==> config.mk <==
export PLATFORM = sky130hd
export DESIGN_NAME = can_bt_timing
export DESIGN_NICKNAME = d
export VERILOG_FILES = /design/src/rtl/can_bt_pkg.sv /design/src/rtl/can_bt_datapath.sv /design/src/rtl/can_bt_control.sv /design/src/rtl/can_bt_timing.sv
export SDC_FILE = /design/constraint.sdc
export NUM_CORES = 1
export LEC_CHECK = 0
export ABC_AREA = 1
export ABC_CLOCK_PERIOD_IN_PS = 5300
export BUFFER_PORTS_ARGS = -buffer_cell sky130_fd_sc_hd__buf_2
export CAP_MARGIN = 15
export CORE_ASPECT_RATIO = 1.25
export CORE_UTILIZATION = 66
export DETAILED_ROUTE_END_ITERATION = 12
export PLACE_DENSITY = 0.84
export SYNTH_ARGS = -nofsm -noshare
export SYNTH_HDL_FRONTEND = slang
export SYNTH_SLANG_ARGS = --single-unit
==> constraint.sdc <==
create_clock -name clk -period 5.3 [get_ports clk]
set_input_delay 1.06 -clock clk [delete_from_list [all_inputs] [get_ports clk]]
set_output_delay 1.06 -clock clk [all_outputs]
set_load 0.05 [all_outputs]
==> src/rtl/can_bt_pkg.sv <==
package can_bt_pkg;

  typedef enum logic [1:0] {
    SEG_SYNC = 2'd0,
    SEG_PH1  = 2'd1,
    SEG_PH2  = 2'd2
  } seg_e;

  typedef struct packed {
    logic sampleNow;
    logic bitStart;
  } btStrobe_t;

endpackage

==> src/rtl/can_bt_datapath.sv <==
module can_bt_datapath
  import can_bt_pkg::*;
#(
  parameter int PRESC_W = 6
) (
  input  logic               clk,
  input  logic               rstN,
  input  logic               rxIn,
  input  logic [PRESC_W-1:0] cfgPresc,
  input  logic               cfgTriple,
  input  btStrobe_t          strobe,
  output logic               tqEn,
  output logic               rxEdge,
  output logic               sampledBit,
  output logic               sampleValid,
  output logic               bitStart
);

  localparam int PCNT_W = PRESC_W + 1;

  logic [PCNT_W-1:0] presCnt;
  logic [PCNT_W-1:0] presLimit;
  logic [1:0]        rxHist;
  logic              vote;
  logic              pick;

  // quantum is 2*(code+1) clocks: terminal count is 2*code+1
  assign presLimit = {cfgPresc, 1'b1};
  assign tqEn      = (presCnt == presLimit);

  always_ff @(posedge clk or negedge rstN) begin
    if (!rstN)      presCnt <= '0;
    else if (tqEn)  presCnt <= '0;
    else            presCnt <= presCnt + PCNT_W'(1);
  end

  // rxHist[0]: level at previous quantum, rxHist[1]: the one before
  always_ff @(posedge clk or negedge rstN) begin
    if (!rstN)     rxHist <= 2'b11;
    else if (tqEn) rxHist <= {rxHist[0], rxIn};
  end

  assign rxEdge = tqEn & rxHist[0] & ~rxIn;

  assign vote = (rxHist[1] & rxHist[0]) | (rxHist[1] & rxIn) | (rxHist[0] & rxIn);
  assign pick = cfgTriple ? vote : rxIn;

  always_ff @(posedge clk or negedge rstN) begin
    if (!rstN) begin
      sampledBit  <= 1'b1;
      sampleValid <= 1'b0;
      bitStart    <= 1'b0;
    end else begin
      sampleValid <= strobe.sampleNow;
      bitStart    <= strobe.bitStart;
      if (strobe.sampleNow) sampledBit <= pick;
    end
  end

endmodule

==> src/rtl/can_bt_control.sv <==
module can_bt_control
  import can_bt_pkg::*;
#(
  parameter int TSEG1_W = 4,
  parameter int TSEG2_W = 3,
  parameter int SJW_W   = 2
) (
  input  logic               clk,
  input  logic               rstN,
  input  logic               tqEn,
  input  logic               rxEdge,
  input  logic               busIdle,
  input  logic [TSEG1_W-1:0] cfgTseg1,
  input  logic [TSEG2_W-1:0] cfgTseg2,
  input  logic [SJW_W-1:0]   cfgSjw,
  output btStrobe_t          strobe
);

  localparam int CNT_W = TSEG1_W + 2;

  seg_e             seg, segN;
  logic [CNT_W-1:0] cnt, cntN;
  logic [CNT_W-1:0] ph1Len, ph1N;
  logic [CNT_W-1:0] ph2Len, ph2N;
  logic             done, doneN;

  logic [CNT_W-1:0] base1, base2, sjwLen, cntP1, lateErr, earlyErr, ph2Short;

  assign base1    = CNT_W'(cfgTseg1) + CNT_W'(1);
  assign base2    = CNT_W'(cfgTseg2) + CNT_W'(1);
  assign sjwLen   = CNT_W'(cfgSjw) + CNT_W'(1);
  assign cntP1    = cnt + CNT_W'(1);
  assign lateErr  = (cntP1 < sjwLen) ? cntP1 : sjwLen;
  assign earlyErr = ph2Len - cnt;
  assign ph2Short = ph2Len - sjwLen;

  always_comb begin
    segN   = seg;
    cntN   = cnt;
    ph1N   = ph1Len;
    ph2N   = ph2Len;
    doneN  = done;
    strobe = '0;
    if (tqEn) begin
      if (rxEdge && busIdle) begin
        // hard sync: edge quantum acts as sync slot
        segN  = SEG_PH1;
        cntN  = '0;
        ph1N  = base1;
        ph2N  = base2;
        doneN = 1'b0;
        strobe.bitStart = 1'b1;
      end else if (rxEdge && !done && seg == SEG_PH1) begin
        ph1N  = ph1Len + lateErr;
        cntN  = cntP1;
        doneN = 1'b1;
      end else if (rxEdge && !done && seg == SEG_PH2) begin
        if (earlyErr <= sjwLen) begin
          segN  = SEG_PH1;
          cntN  = '0;
          ph1N  = base1;
          ph2N  = base2;
          doneN = 1'b0;
          strobe.bitStart = 1'b1;
        end else begin
          ph2N  = ph2Short;
          doneN = 1'b1;
          if (cntP1 == ph2Short) begin
            segN = SEG_SYNC;
            cntN = '0;
            strobe.bitStart = 1'b1;
          end else begin
            cntN = cntP1;
          end
        end
      end else begin
        case (seg)
          SEG_SYNC: begin
            segN  = SEG_PH1;
            cntN  = '0;
            ph1N  = base1;
            ph2N  = base2;
            doneN = 1'b0;
          end
          SEG_PH1: begin
            if (cntP1 == ph1Len) begin
              segN = SEG_PH2;
              cntN = '0;
              strobe.sampleNow = 1'b1;
            end else begin
              cntN = cntP1;
            end
          end
          SEG_PH2: begin
            if (cntP1 == ph2Len) begin
              segN = SEG_SYNC;
              cntN = '0;
              strobe.bitStart = 1'b1;
            end else begin
              cntN = cntP1;
            end
          end
          default: begin
            segN = SEG_SYNC;
            cntN = '0;
          end
        endcase
      end
    end
  end

  always_ff @(posedge clk or negedge rstN) begin
    if (!rstN) begin
      seg    <= SEG_SYNC;
      cnt    <= '0;
      ph1Len <= '0;
      ph2Len <= '0;
      done   <= 1'b0;
    end else begin
      seg    <= segN;
      cnt    <= cntN;
      ph1Len <= ph1N;
      ph2Len <= ph2N;
      done   <= doneN;
    end
  end

endmodule

==> src/rtl/can_bt_timing.sv <==
module can_bt_timing
  import can_bt_pkg::*;
#(
  parameter int PRESC_W = 6,
  parameter int TSEG1_W = 4,
  parameter int TSEG2_W = 3,
  parameter int SJW_W   = 2
) (
  input  logic               clk,
  input  logic               rstN,
  input  logic               busIdle,
  input  logic               rxIn,
  input  logic [PRESC_W-1:0] cfgPresc,
  input  logic [TSEG1_W-1:0] cfgTseg1,
  input  logic [TSEG2_W-1:0] cfgTseg2,
  input  logic [SJW_W-1:0]   cfgSjw,
  input  logic               cfgTriple,
  output logic               sampledBit,
  output logic               sampleValid,
  output logic               bitStart
);

  logic      tqEn;
  logic      rxEdge;
  btStrobe_t strobe;

  can_bt_datapath #(.PRESC_W(PRESC_W)) dp_i (
    .clk(clk), .rstN(rstN), .rxIn(rxIn), .cfgPresc(cfgPresc),
    .cfgTriple(cfgTriple), .strobe(strobe), .tqEn(tqEn), .rxEdge(rxEdge),
    .sampledBit(sampledBit), .sampleValid(sampleValid), .bitStart(bitStart)
  );

  can_bt_control #(.TSEG1_W(TSEG1_W), .TSEG2_W(TSEG2_W), .SJW_W(SJW_W)) ctl_i (
    .clk(clk), .rstN(rstN), .tqEn(tqEn), .rxEdge(rxEdge), .busIdle(busIdle),
    .cfgTseg1(cfgTseg1), .cfgTseg2(cfgTseg2), .cfgSjw(cfgSjw), .strobe(strobe)
  );

endmodule

; After elaboration in Yosys (flattened, before gate mapping)
; Index checks and enable logic that the tools add are counted.
; W data, S select, Z words.
[totals]
register_bits = 33
in_bits = 20
output_inout_bits = 3
elab_cells = 97
[op_classes]
addsub = 8
magnitude_cmp = 2
n_eq_ne = 11
mux = 46
bitwise = 8
n_reduce_logical = 12
[op_table]
columns = op, count
row1 = $mux W6, 18
row2 = $eq A6 B6 Y1, 3
row3 = $mux W2, 9
row4 = $mux W1, 16
row5 = $ne A4 B3 Y1 const B, 3
row6 = $pmux W6 S2, 1
row7 = $sub A6 B6 Y6, 2
row8 = $add A7 B1 Y7 const B, 1
row9 = $eq A7 B7 Y1, 1
row10 = $mux W7, 1
row11 = $add A6 B1 Y6 const B, 1
row12 = $add A6 B6 Y6, 1
row13 = $le A6 B6 Y1, 1
row14 = $lt A6 B6 Y1, 1
row15 = $pmux W2 S3, 1
row16 = $reduce_and A3 Y1, 2
row17 = $add A4 B1 Y5 const B, 1
row18 = $and A1 B1 Y1, 5
row19 = $reduce_and A5 Y1, 1
row20 = $add A3 B1 Y4 const B, 1
row21 = $logic_and A1 B1 Y1, 4
row22 = $ne A4 B2 Y1 const B, 1
row23 = $reduce_bool A4 Y1, 1
row24 = $add A2 B1 Y3 const B, 1
row25 = 9 further kinds, 10

; Depth between registers and ports, before layout
; Gate-level depths: netlist of run 1.
[logic_depth]
depth_word = 9
mapped_depth = 20
ltp_nobuf = 20

; Cells and area by module
; From an unflattened synthesis of run 1, not the netlist that was laid out.
[hier_totals]
cells_unflattened = 492
hier_area_um2 = 3295.7
[modules_own_cells]
columns = module, n_inst, cells_per_inst, area_each_um2, seq_area_each_um2
row1 = can_bt_control, 1, 398, 2552.4, 525.5
row2 = can_bt_datapath, 1, 94, 743.2, 304.0

; Least setup slack after synthesis of run 1
; No wires, ideal clock.
[synth_timing]
path_kind = input-to-reg
start = input port cfgSjw[0]
end = register ctl_i.ph1Len[5]
arrival_time_ps = 3424
slack_ps = 1759
stages = 15
cell_sequence = ha_1 > inv_1 > ha_1 > a21oi_1 > o2111ai_1 > o21ai_0 > ha_1 > nand2_1 > nand2_1 > a21oi_1 > o21ai_0 > a21oi_1 > xor2_1 > nand3b_1 > nand2_1
[synth_between]
elab_chain_cells = 6
word_cells_on_any_way = 9
[synth_lines]
columns = element, line_no
row1 = "start, declared", can_bt_timing.sv:16  ; input logic [SJW_W-1:0] cfgSjw,
row2 = $add A2 B1 Y3 (*), can_bt_control.sv:31  ; assign sjwLen = CNT_W'(cfgSjw) + CNT_W'(1);
row3 = $lt A6 B6 Y1, can_bt_control.sv:33  ; assign lateErr = (cntP1 < sjwLen) ? cntP1 : sjwLen;
row4 = $mux W6, can_bt_control.sv:33
row5 = $add A6 B6 Y6, can_bt_control.sv:54  ; ph1N = ph1Len + lateErr;
row6 = $mux W6, can_bt_control.sv:53  ; end else if (rxEdge && !done && seg == SEG_PH1) begin
row7 = $mux W6, can_bt_control.sv:45  ; if (rxEdge && busIdle) begin
row8 = "end signal, assigned", can_bt_control.sv:122  ; ph1Len <= ph1N;
row9 = "end, declared", can_bt_control.sv:23  ; logic [CNT_W-1:0] ph1Len, ph1N;
; Mark *: on every way between the ends. The rest lies on a longest branch, timed or not.
; A chain may end at the register's enable or synchronous reset.

; Worst setup path in the final report of run 1
; Ends and elaborated chain as after synthesis.

==> results of run 1 <==
[Yosys cell counts (all sizes together)]
master / n / share of area, %
nand3b: 4 / 0.91
o211ai: 2 / 0.45
nor3: 4 / 0.61
inv: 74 / 8.4
fa: 3 / 1.8
buf: 4 / 0.80
nand4: 17 / 4.1
nor4: 2 / 0.38
conb: 1 / 0.11
xnor2: 8 / 2.4
ha: 26 / 9.9
xnor3: 1 / 0.68
nand3: 41 / 6.5
o2111ai: 1 / 0.27
a21oi: 16 / 2.4
nand2: 177 / 21
o21ai: 24 / 3.9
o21bai: 1 / 0.23
and3: 1 / 0.19
xor2: 8 / 2.1
nor2: 47 / 7.0
a21boi: 1 / 0.23
dfrtp: 30 / 23
and2: 1 / 0.19
clkinv: 2 / 0.23
dfstp: 3 / 2.4
[worst reg2reg max path: cells and delay by family (launching register included)]
| kind | cells | cell delay, ns |
|---|---|---|
| buffers and inverters | 2 | 0.14 |
| xor gates and xnor gates | 1 | 0.14 |
| AOI/OAI and AO/OA | 5 | 1.11 |
| DFF | 1 | 0.63 |
| adders and majority gates | 3 | 0.97 |
| and+or+nand+nor | 6 | 0.49 |
[routing by layer]
metal	GRT usage, %	part of all wire [%]	vias up
met3	4.21	2.8	15
met5	0	0	-
met2	60.6	51	51
met1	37.9	44	1474
li1	-	-	1646
met4	10.9	2.0	0
[through the flow]
| step | utilization (%) | hold WS [ns] | worst slack, ns |
|---|---|---|---|
| after global placement | 72.7 | 0.477 | 1.50 |
| after global routing | 75.2 | 0.525 | 1.41 |
| after detailed placement | 72.7 | 0.482 | 1.36 |
| final | 75.2 | 0.501 | 1.64 |
| after floorplan | - | 0.451 | 1.76 |
| after CTS | 75.2 | 0.504 | 1.67 |
[power breakdown]
part | switching, mW | internal (mW)
Combinational | 0.423 | 0.256
Sequential | 0.0811 | 0.320
Clock | 0.106 | 0.153
[worst max-delay path by stage]
stage | from | endpoint
global route | cfgSjw[0] | ctl_i.ph1Len[5]$_DFFE_PN0P_
CTS | cfgSjw[0] | ctl_i.ph1Len[5]$_DFFE_PN0P_
finish | cfgSjw[0] | ctl_i.ph1Len[5]$_DFFE_PN0P_
detailed placement | cfgSjw[0] | ctl_i.ph1Len[5]$_DFFE_PN0P_
floorplan | cfgSjw[0] | ctl_i.ph1Len[5]$_DFFE_PN0P_
global placement | cfgSjw[0] | ctl_i.ph1Len[5]$_DFFE_PN0P_
[flip-flops by register name, summed over array words and instances (netlist names)]
name / cells
dp_i.sampleValid: 1
ctl_i.seg: 2
ctl_i.ph1Len: 6
ctl_i.ph2Len: 6
dp_i.bitStart: 1
dp_i.sampledBit: 1
dp_i.presCnt: 7
dp_i.rxHist: 2
ctl_i.done: 1
ctl_i.cnt: 6
[area by class of cell]
type / count / area [um2]
clock buffers: 6 / 82.6
clock inverters: 2 / 37.5
fillers: 422 / 1180
inverters: 76 / 285
multi-input cells: 387 / 2160
flip-flops and latches: 33 / 830
well taps: 60 / 75.1
repair buffers: 22 / 110
[kinds of logic (layout without fill, tap and decap cells)]
family / Yosys count / in the layout / share of synthesized area [%]
simple gates: 294 / 294 / 41.0
buf+inv: 80 / 106 / 9.44
compound gates: 45 / 45 / 7.47
flops: 33 / 33 / 25.1
fa+ha+maj: 29 / 29 / 11.7
xor+xnor: 17 / 17 / 5.16
other cells: 1 / 2 / 0.114
==> qor.csv, run 1 <==
stage,metric,value,unit
hold_path,Hold Path Sink,ctl_i.done$_DFFE_PN0P_,
cts,CTS resizes,0,
detailed_routing,Avg WL per Cell,13.4,um
floorplanning,Top Ports,23,
pwr,Peak VDD IR,237,uV
sta,setup_tns,0,ns
worst_setup_path,FF-to-FF path depth,17,
detailed_routing,"antenna viol nets, final",0,
final_layout,ant diodes,0,
cts,CTS H-tree depth,2,
worst_setup_path,CP required,5.49,ns
synthesis,synthesized area,3300,um2
grt,Overall Global Routing Usage,32.6,%
grt,initial antenna violation count,0,
cts,Worst-path clk slew,0.08,ns
cts,hold buffers post-CTS,0,
worst_setup_path,WP depth,16,
sta,Slew Limit Headroom,48.5,%
sta,final slew viol count,0,
hold_path,Worst Hold Path Cells,2,
worst_setup_path,crit path buf inv count,2,
final_layout,most frequent cells in the layout,"170 x nand2_1, 67 x inv_1, 40 x nor2_1",
final_layout,fraction of final layout cells sized beyond drive strength 1,11.8,%
detailed_routing,via count,3186,
worst_setup_path,CP max FO,6,
floorplanning,Core Area,4760,um2
grt,vias in the first global route,3088,
sta,Final Skew,0.00772,ns
outcome,status,"complete, no violations",
pwr,Cell Pwr Density,374,nW/um2
placement,HPWL Detailed,6230,um
final_layout,Non-Filler Instances,586,
worst_setup_path,CP Class,in2reg,
worst_setup_path,CP max-delay cell,o21ai_0,
floorplanning,Chip Height,81.1,um
grt,largest net degree at the start of global routing,34,
sta,period utilisation layout,69.1,%
sta,unrepaired setup endpoints after global routing,no,
cts,CTS root buffer,clkbuf_8,
cts,Bufs on Longest Clock Path,2,
worst_setup_path,Crit. End Element,register,
cts,CTS tree,done,
worst_setup_path,worst path cell trace,buf_2 > ha_1 > inv_1 > ha_1 > a21oi_1 > o2111ai_1 > o21ai_0 > ha_1 > nand2_1 > nand2_1 > a21oi_1 > o21ai_0 > a21oi_1 > xor2_1 > nand3b_1 > nand2_1,
cts,post-CTS repair timing setup buffer count,0,
worst_setup_path,Startpoint Class,input port,
placement,Cell Count Post-Placement,578,
sta,final setup vio count,0,
placement,port bufs,22,
sta,Fmax,273,MHz
synthesis,synthesis-stage register bit count,33,
hold_path,Min-Delay Path Class,reg2reg,
floorplanning,Rows,28,
pwr,Design Power,1.34,mW
grt,total grt overflow,0,
detailed_routing,DR vias/cell,5.44,
worst_setup_path,"setup slack, reg-to-reg",1.72,ns
synthesis,register area share after synthesis,25.1,%
final_layout,Post-layout nets,574,
sta,worst slew pin tran,0.773,ns
floorplanning,Initial Util,69.2,%
worst_setup_path,CP peak stage delay,0.40,ns
placement,RePlAce Congestion,0.903,
hold_path,hold_sp,ctl_i.done$_DFFE_PN0P_,
synthesis,Synthesis Warnings,0,
worst_setup_path,worst r2r src,ctl_i.cnt[0]$_DFFE_PN0N_,
cts,Skew-Pair Late Insertion Delay,0.29,ns
detailed_routing,final wirelength,7880,um
floorplanning,DIE AREA,5290,um2
final_layout,post-route cell area,3580,um2
cts,clock sink count,33,
cts,Num CTS Buffers,5,
sta,Final Hold Viols,0,
pwr,P_leak,1.99,nW
detailed_routing,Pre-antenna DRT Iters,4,
worst_setup_path,end of the worst register-to-register path,ctl_i.ph1Len[5]$_DFFE_PN0P_,
run,max-cap violation count,0,
placement,Placed Area,3460,um2
detailed_routing,initial drt markers,191,
worst_setup_path,critical path's top delay family,compound AO/OA/AOI/OAI gates,
floorplanning,die width,65.2,um
final_layout,"commonest non-fill, non-tap cell in the layout",nand2_1,
synthesis,Post-Syn Instances,499,
sta,min cycle time layout,3.66,ns
grt,first-pass GRT wire length,13300,um
detailed_routing,DRC,0,
synthesis,Syn Area/Cell,6.61,um2
synthesis,number of distinct library cells after synthesis,39,
worst_setup_path,WP data arrival,3.85,ns
final_layout,Area Growth Syn to Fin,8.57,%
(Power assumes the default switching activity.)
==> run 2, diff against run 1 <==
ABC_CLOCK_PERIOD_IN_PS = 3700   (was 5300)
CORE_UTILIZATION = 62   (was 66)
PLACE_DENSITY = 0.8   (was 0.84)
clock period = 3.7 ns   (was 5.3 ns; I/O delays follow)
==> qor.csv, run 2 (synthesis results as in run 1) <==
stage,metric,value,unit,change
final_layout,ant diodes,0,,unchanged
floorplanning,Initial Util,64.5,%,-4.8 points
grt,initial antenna violation count,0,,unchanged
sta,unrepaired setup endpoints after global routing,no,,
worst_setup_path,WP depth,18,,+2
worst_setup_path,start point of the critical path,ctl_i.cnt[1]$_DFFE_PN0N_,,
worst_setup_path,FF-to-FF path depth,18,,+1
cts,clock sink count,33,,unchanged
cts,CTS H-tree depth,2,,unchanged
pwr,Pint,1.05,mW,+44%
worst_setup_path,CP required,3.88,ns,-1.61 ns
worst_setup_path,CP Class,reg2reg,,
detailed_routing,"antenna viol nets, final",0,,unchanged
detailed_routing,via count,3182,,-0.13%
pwr,Design Power,1.90,mW,+42%
pwr,P_leak,1.99,nW,+0.27%
floorplanning,Core Area,5120,um2,+7.4%
outcome,status,"complete, no violations",,
sta,min cycle time layout,3.41,ns,
worst_setup_path,Startpoint Class,register,,
floorplanning,die width,67.3,um,+3.1%
sta,Fmax,293,MHz,
detailed_routing,DR vias/cell,5.40,,-0.63%
worst_setup_path,CP max FO,7,,+1
cts,Num CTS Buffers,5,,unchanged
grt,first-pass GRT wire length,12800,um,-3.3%
detailed_routing,Pre-antenna DRT Iters,5,,+1
pwr,NetSw,0.858,mW,+41%
detailed_routing,final wirelength,7750,um,-1.7%
cts,CTS tree,done,,
worst_setup_path,Crit. End Element,register,,
sta,Slew Limit Headroom,49.1,%,+0.62 points
worst_setup_path,worst r2r src,ctl_i.cnt[1]$_DFFE_PN0N_,,
floorplanning,Rows,29,,+3.6%
pwr,Reg power frac,29.9,%,about the same
cts,hold buffers post-CTS,0,,unchanged
placement,RePlAce Congestion,0.958,,+6.1%
final_layout,Fillers,475,,+13%
worst_setup_path,worst path cell trace,ha_1 > inv_1 > nand2_1 > nand2_1 > ha_1 > inv_1 > o2111ai_1 > nand2_1 > o21ai_1 > ha_1 > nand2_1 > nand2_1 > a21oi_1 > o21ai_0 > a21oi_1 > xor2_1 > nand3b_1 > nand2_1,,
final_layout,fraction of final layout cells sized beyond drive strength 1,12.0,%,+0.17 points
grt,Overall Global Routing Usage,30.0,%,-2.6 points
floorplanning,DIE AREA,5620,um2,+6.3%
sta,final setup vio count,0,,unchanged
final_layout,Reg with most FFs,dp_i.presCnt,,
sta,worst slew pin tran,0.764,ns,-0.00937 ns
cts,Worst-path clk slew,0.07,ns,about the same
worst_setup_path,critical path's top delay family,compound AO/OA/AOI/OAI gates,,
cts,post-CTS repair timing setup buffer count,0,,unchanged
grt,largest net degree at the start of global routing,34,,unchanged
floorplanning,Chip Height,83.6,um,+3.1%
sta,Final Skew,0.00869,ns,+0.000966 ns
hold_path,Worst Hold Path Cells,2,,unchanged
cts,Skew-Pair Late Insertion Delay,0.29,ns,about the same
final_layout,max FFs per register,7,,unchanged
worst_setup_path,crit path buf inv count,2,,unchanged
detailed_routing,DRC,0,,unchanged
final_layout,most frequent cells in the layout,"170 x nand2_1, 67 x inv_1, 40 x nor2_1",,
worst_setup_path,CP peak stage delay,0.50,ns,+0.10 ns
worst_setup_path,CP max-delay cell,dfrtp_1,,
cts,Bufs on Longest Clock Path,2,,unchanged
cts,CTS root buffer,clkbuf_8,,
hold_path,Min-Delay Path Class,reg2reg,,
hold_path,hold_sp,ctl_i.seg[1]$_DFFE_PN0P_,,
placement,port bufs,22,,unchanged
sta,period utilisation layout,92.1,%,
final_layout,Area Growth Syn to Fin,8.87,%,
placement,HPWL Detailed,6240,um,+0.16%
detailed_routing,Avg WL per Cell,13.1,um,-2.2%
pwr,Clk pwr share,19.1,%,-0.2 points
final_layout,"commonest non-fill, non-tap cell in the layout",nand2_1,,
worst_setup_path,WP data arrival,3.59,ns,-0.26 ns
detailed_routing,initial drt markers,207,,+8.4%
final_layout,Post-layout nets,575,,+0.17%
pwr,combinational power share,51.0,%,+0.3 points
final_layout,Final Core Density,70.2,%,-5.0 points
pwr,Peak VDD IR,326,uV,+37%
sta,final slew viol count,0,,unchanged
run,max-cap violation count,0,,unchanged
grt,total grt overflow,0,,unchanged
floorplanning,Top Ports,23,,unchanged
grt,vias in the first global route,2888,,-6.5%
pwr,Cell Pwr Density,530,nW/um2,+42%
pwr,Switching Share,45.0,%,-0.49 points
worst_setup_path,"most used cell, CP",nand2_1,,
sta,Final Hold Viols,0,,unchanged
## run 2: changes by cell type in the layout (fill, tap and decap cells not counted), sizes merged
cell and delta:
buf +1
## run 2: final timing paths
path                       slack (ns)                           to
max                              0.29  ctl_i.ph1Len[5]$_DFFE_PN0P_
min in group asynchronous        0.51    dp_i.presCnt[6]$_DFF_PN0_
max in group asynchronous        2.69  ctl_i.ph1Len[2]$_DFFE_PN0P_
min reg2reg                      0.50     ctl_i.seg[1]$_DFFE_PN0P_
max reg2reg                      0.29  ctl_i.ph1Len[5]$_DFFE_PN0P_
min                              0.50     ctl_i.seg[1]$_DFFE_PN0P_
## run 2: cell type report
cell class	count	area [um2]	area share, %
clock buffer	6	82.6	2.30
clock inverter	2	37.5	1.04
timing repair buffer	23	118	3.27
tap	62	77.6	2.16
multi-input combinational	387	2160	60.2
inverter	76	285	7.94
sequential	33	830	23.1
## run 2: worst register-to-register path: stages, from the launching register on
cell	delay (ns)
dfrtp_1	0.50
ha_1	0.32
inv_1	0.08
nand2_1	0.08
nand2_1	0.10
ha_1	0.29
inv_1	0.03
o2111ai_1	0.37
nand2_1	0.08
o21ai_1	0.17
ha_1	0.28
nand2_1	0.06
nand2_1	0.05
a21oi_1	0.21
o21ai_0	0.11
a21oi_1	0.18
xor2_1	0.19
nand3b_1	0.13
nand2_1	0.06
## run 2: metrics by stage
step                      area [um2]  setup TNS, ns  hold WS (ns)  worst slack, ns  std cells
after floorplan                 3300              0         0.444            0.479        500
after global placement          3470              0         0.477            0.211        581
after detailed placement        3470        -0.0417         0.488          -0.0417        581
after CTS                       3590              0         0.506            0.286        589
after global routing            3590              0         0.546           0.0203        589
final                           3590              0         0.502            0.291        589
## run 2: timing repair
item                       in CTS  in global routing
gates resized for setup         0                  1
setup endpoints to repair       0                  1
hold endpoints to repair        0                  0
## run 2: power groups by stage
stage          clock (mW)  combinational (mW)  sequential [mW]
2_1_floorplan           0               0.809            0.526
3_3_place_gp            0               0.931            0.573
3_5_place_dp            0               0.961            0.577
4_1_cts             0.369               0.969            0.570
5_1_grt             0.379                1.11            0.585
6_report            0.363               0.971            0.570
## run 2: routing by layer
layer  vias up  share of wire (%)  global-route usage (%)
met3        14                4.0                    4.64
li1       1642                  -                       -
met4         0                1.7                    10.3
met2        77                 50                    51.3
met5         -                  0                       0
met1      1449                 44                    37.2
==> run 3, diff against run 2 <==
BUFFER_PORTS_ARGS = -buffer_cell sky130_fd_sc_hd__buf_4   (was -buffer_cell sky130_fd_sc_hd__buf_2)
==> qor.csv, run 3 (synthesis results as in run 1) <==
stage,metric,value,unit,change
cts,Skew-Pair Late Insertion Delay,0.29,ns,about the same
detailed_routing,via count,3197,,+0.47%
sta,Setup WS post-layout,0.350,ns,+0.0593 ns
pwr,P_leak,2.01,nW,+0.91%
placement,pre-CTS WS,0.0650,ns,+0.107 ns
worst_setup_path,CP peak stage delay,0.49,ns,about the same
final_layout,"commonest non-fill, non-tap cell in the layout",nand2_1,,
detailed_routing,Avg WL per Cell,13.3,um,+1.3%
cts,hold buffers post-CTS,0,,unchanged
worst_setup_path,"most used cell, CP",nand2_1,,
outcome,status,"complete, no violations",,
worst_setup_path,CP required,3.88,ns,about the same
floorplanning,Core Area,5120,um2,unchanged
cts,post-CTS repair timing setup buffer count,0,,unchanged
final_layout,Reg with most FFs,dp_i.presCnt,,
final_layout,Non-Filler Instances,589,,unchanged
final_layout,fraction of final layout cells sized beyond drive strength 1,12.0,%,unchanged
worst_setup_path,CP max FO,7,,unchanged
pwr,Peak VDD IR,321,uV,-1.6%
pwr,Design Power,1.92,mW,+0.97%
final_layout,Area Growth Syn to Fin,10.5,%,
floorplanning,Rows,29,,unchanged
detailed_routing,"antenna viol nets, final",0,,unchanged
worst_setup_path,critical path's top delay family,compound AO/OA/AOI/OAI gates,,
worst_setup_path,Crit. End Element,register,,
sta,final setup vio count,0,,unchanged
detailed_routing,Pre-antenna DRT Iters,5,,unchanged
detailed_routing,final wirelength,7850,um,+1.3%
sta,period utilisation layout,90.5,%,-1.6 points
hold_path,Min-Delay Path Class,in2async,,
worst_setup_path,CP max-delay cell,dfrtp_1,,
sta,Fmax,298,MHz,+1.8%
worst_setup_path,Startpoint Class,register,,
final_layout,most frequent cells in the layout,"170 x nand2_1, 67 x inv_1, 40 x nor2_1",,
grt,Overall Global Routing Usage,31.0,%,+1.0 points
cts,Num CTS Buffers,5,,unchanged
final_layout,max FFs per register,7,,unchanged
worst_setup_path,worst path cell trace,ha_1 > inv_1 > nand2_1 > nand2_1 > ha_1 > inv_1 > o2111ai_1 > o21ai_0 > ha_1 > nand2_1 > nand2_1 > a21oi_1 > o21ai_0 > a21oi_1 > xor2_1 > nand3b_1 > nand2_1,,
placement,Cell Count Post-Placement,581,,unchanged
worst_setup_path,CP Class,reg2reg,,
cts,Bufs on Longest Clock Path,2,,unchanged
sta,Hold Slack,0.385,ns,-0.117 ns
cts,CTS resizes,0,,unchanged
sta,setup_tns,0,ns,unchanged
grt,total grt overflow,0,,unchanged
floorplanning,DIE AREA,5620,um2,unchanged
sta,unrepaired setup endpoints after global routing,no,,
grt,largest net degree at the start of global routing,34,,unchanged
floorplanning,Initial Util,64.5,%,unchanged
worst_setup_path,FF-to-FF path depth,17,,-1
cts,Worst-path clk slew,0.08,ns,about the same
placement,HPWL Detailed,6200,um,-0.58%
final_layout,Post-layout nets,575,,unchanged
sta,min cycle time layout,3.35,ns,-0.0593 ns
pwr,Cell Pwr Density,527,nW/um2,-0.55%
sta,Final Hold Viols,0,,unchanged
placement,RePlAce Congestion,0.948,,-1.1%
detailed_routing,DR vias/cell,5.43,,+0.47%
worst_setup_path,WP depth,17,,-1
grt,initial antenna violation count,0,,unchanged
detailed_routing,DRC,0,,unchanged
worst_setup_path,crit path buf inv count,2,,unchanged
cts,clock sink count,33,,unchanged
placement,port bufs,22,,unchanged
grt,vias in the first global route,2940,,+1.8%
cts,CTS tree,done,,
cts,CTS H-tree depth,2,,unchanged
worst_setup_path,WP data arrival,3.53,ns,-0.06 ns
floorplanning,die width,67.3,um,unchanged
sta,Final Skew,0.00527,ns,-0.00341 ns
floorplanning,Top Ports,23,,unchanged
final_layout,Fillers,448,,-5.7%
floorplanning,Chip Height,83.6,um,unchanged
run,max-cap violation count,0,,unchanged
grt,first-pass GRT wire length,13300,um,+3.8%
sta,final slew viol count,0,,unchanged
final_layout,ant diodes,0,,unchanged
cts,CTS root buffer,clkbuf_8,,
detailed_routing,initial drt markers,167,,-19%
[run 3: metrics by stage]
step	utilization, %	area, um2
floorplan	-	3300
global placement	68.9	3530
detailed placement	68.9	3530
CTS	71.3	3650
global route	71.3	3650
finish	71.3	3650
[run 3: power by group]
part	internal [mW]	switching, mW	leakage [nW]
registers	0.458	0.116	0.418
clock network	0.219	0.145	0.0574
logic	0.375	0.610	1.53
[run 3: layout make-up]
| cell class | instances | area, um2 | area share [%] |
|---|---|---|---|
| clock inverters | 2 | 37.5 | 1.03 |
| clock buffers | 6 | 82.6 | 2.26 |
| multi-input cells | 387 | 2160 | 59.3 |
| repair buffers | 23 | 173 | 4.73 |
| well taps | 62 | 77.6 | 2.13 |
| flip-flops and latches | 33 | 830 | 22.7 |
| inverters | 76 | 285 | 7.82 |
[run 3: per-layer routing]
metal,part of all wire (%),track usage (%)
met2,49,51.5
met5,0,0
met1,45,40.1
met3,4.4,5.05
met4,2.3,9.86
[run 3: final timing paths]
check,from,endpoint,slack (ns)
max,ctl_i.cnt[1]$_DFFE_PN0N_,ctl_i.ph1Len[5]$_DFFE_PN0P_,0.35
min,rstN,dp_i.presCnt[6]$_DFF_PN0_,0.38
max reg2reg,ctl_i.cnt[1]$_DFFE_PN0N_,ctl_i.ph1Len[5]$_DFFE_PN0P_,0.35
min reg2reg,ctl_i.seg[0]$_DFFE_PN0P_,ctl_i.seg[0]$_DFFE_PN0P_,0.51
max in group asynchronous,rstN,dp_i.rxHist[0]$_DFFE_PN1N_,2.97
min in group clk,ctl_i.seg[0]$_DFFE_PN0P_,ctl_i.seg[0]$_DFFE_PN0P_,0.51
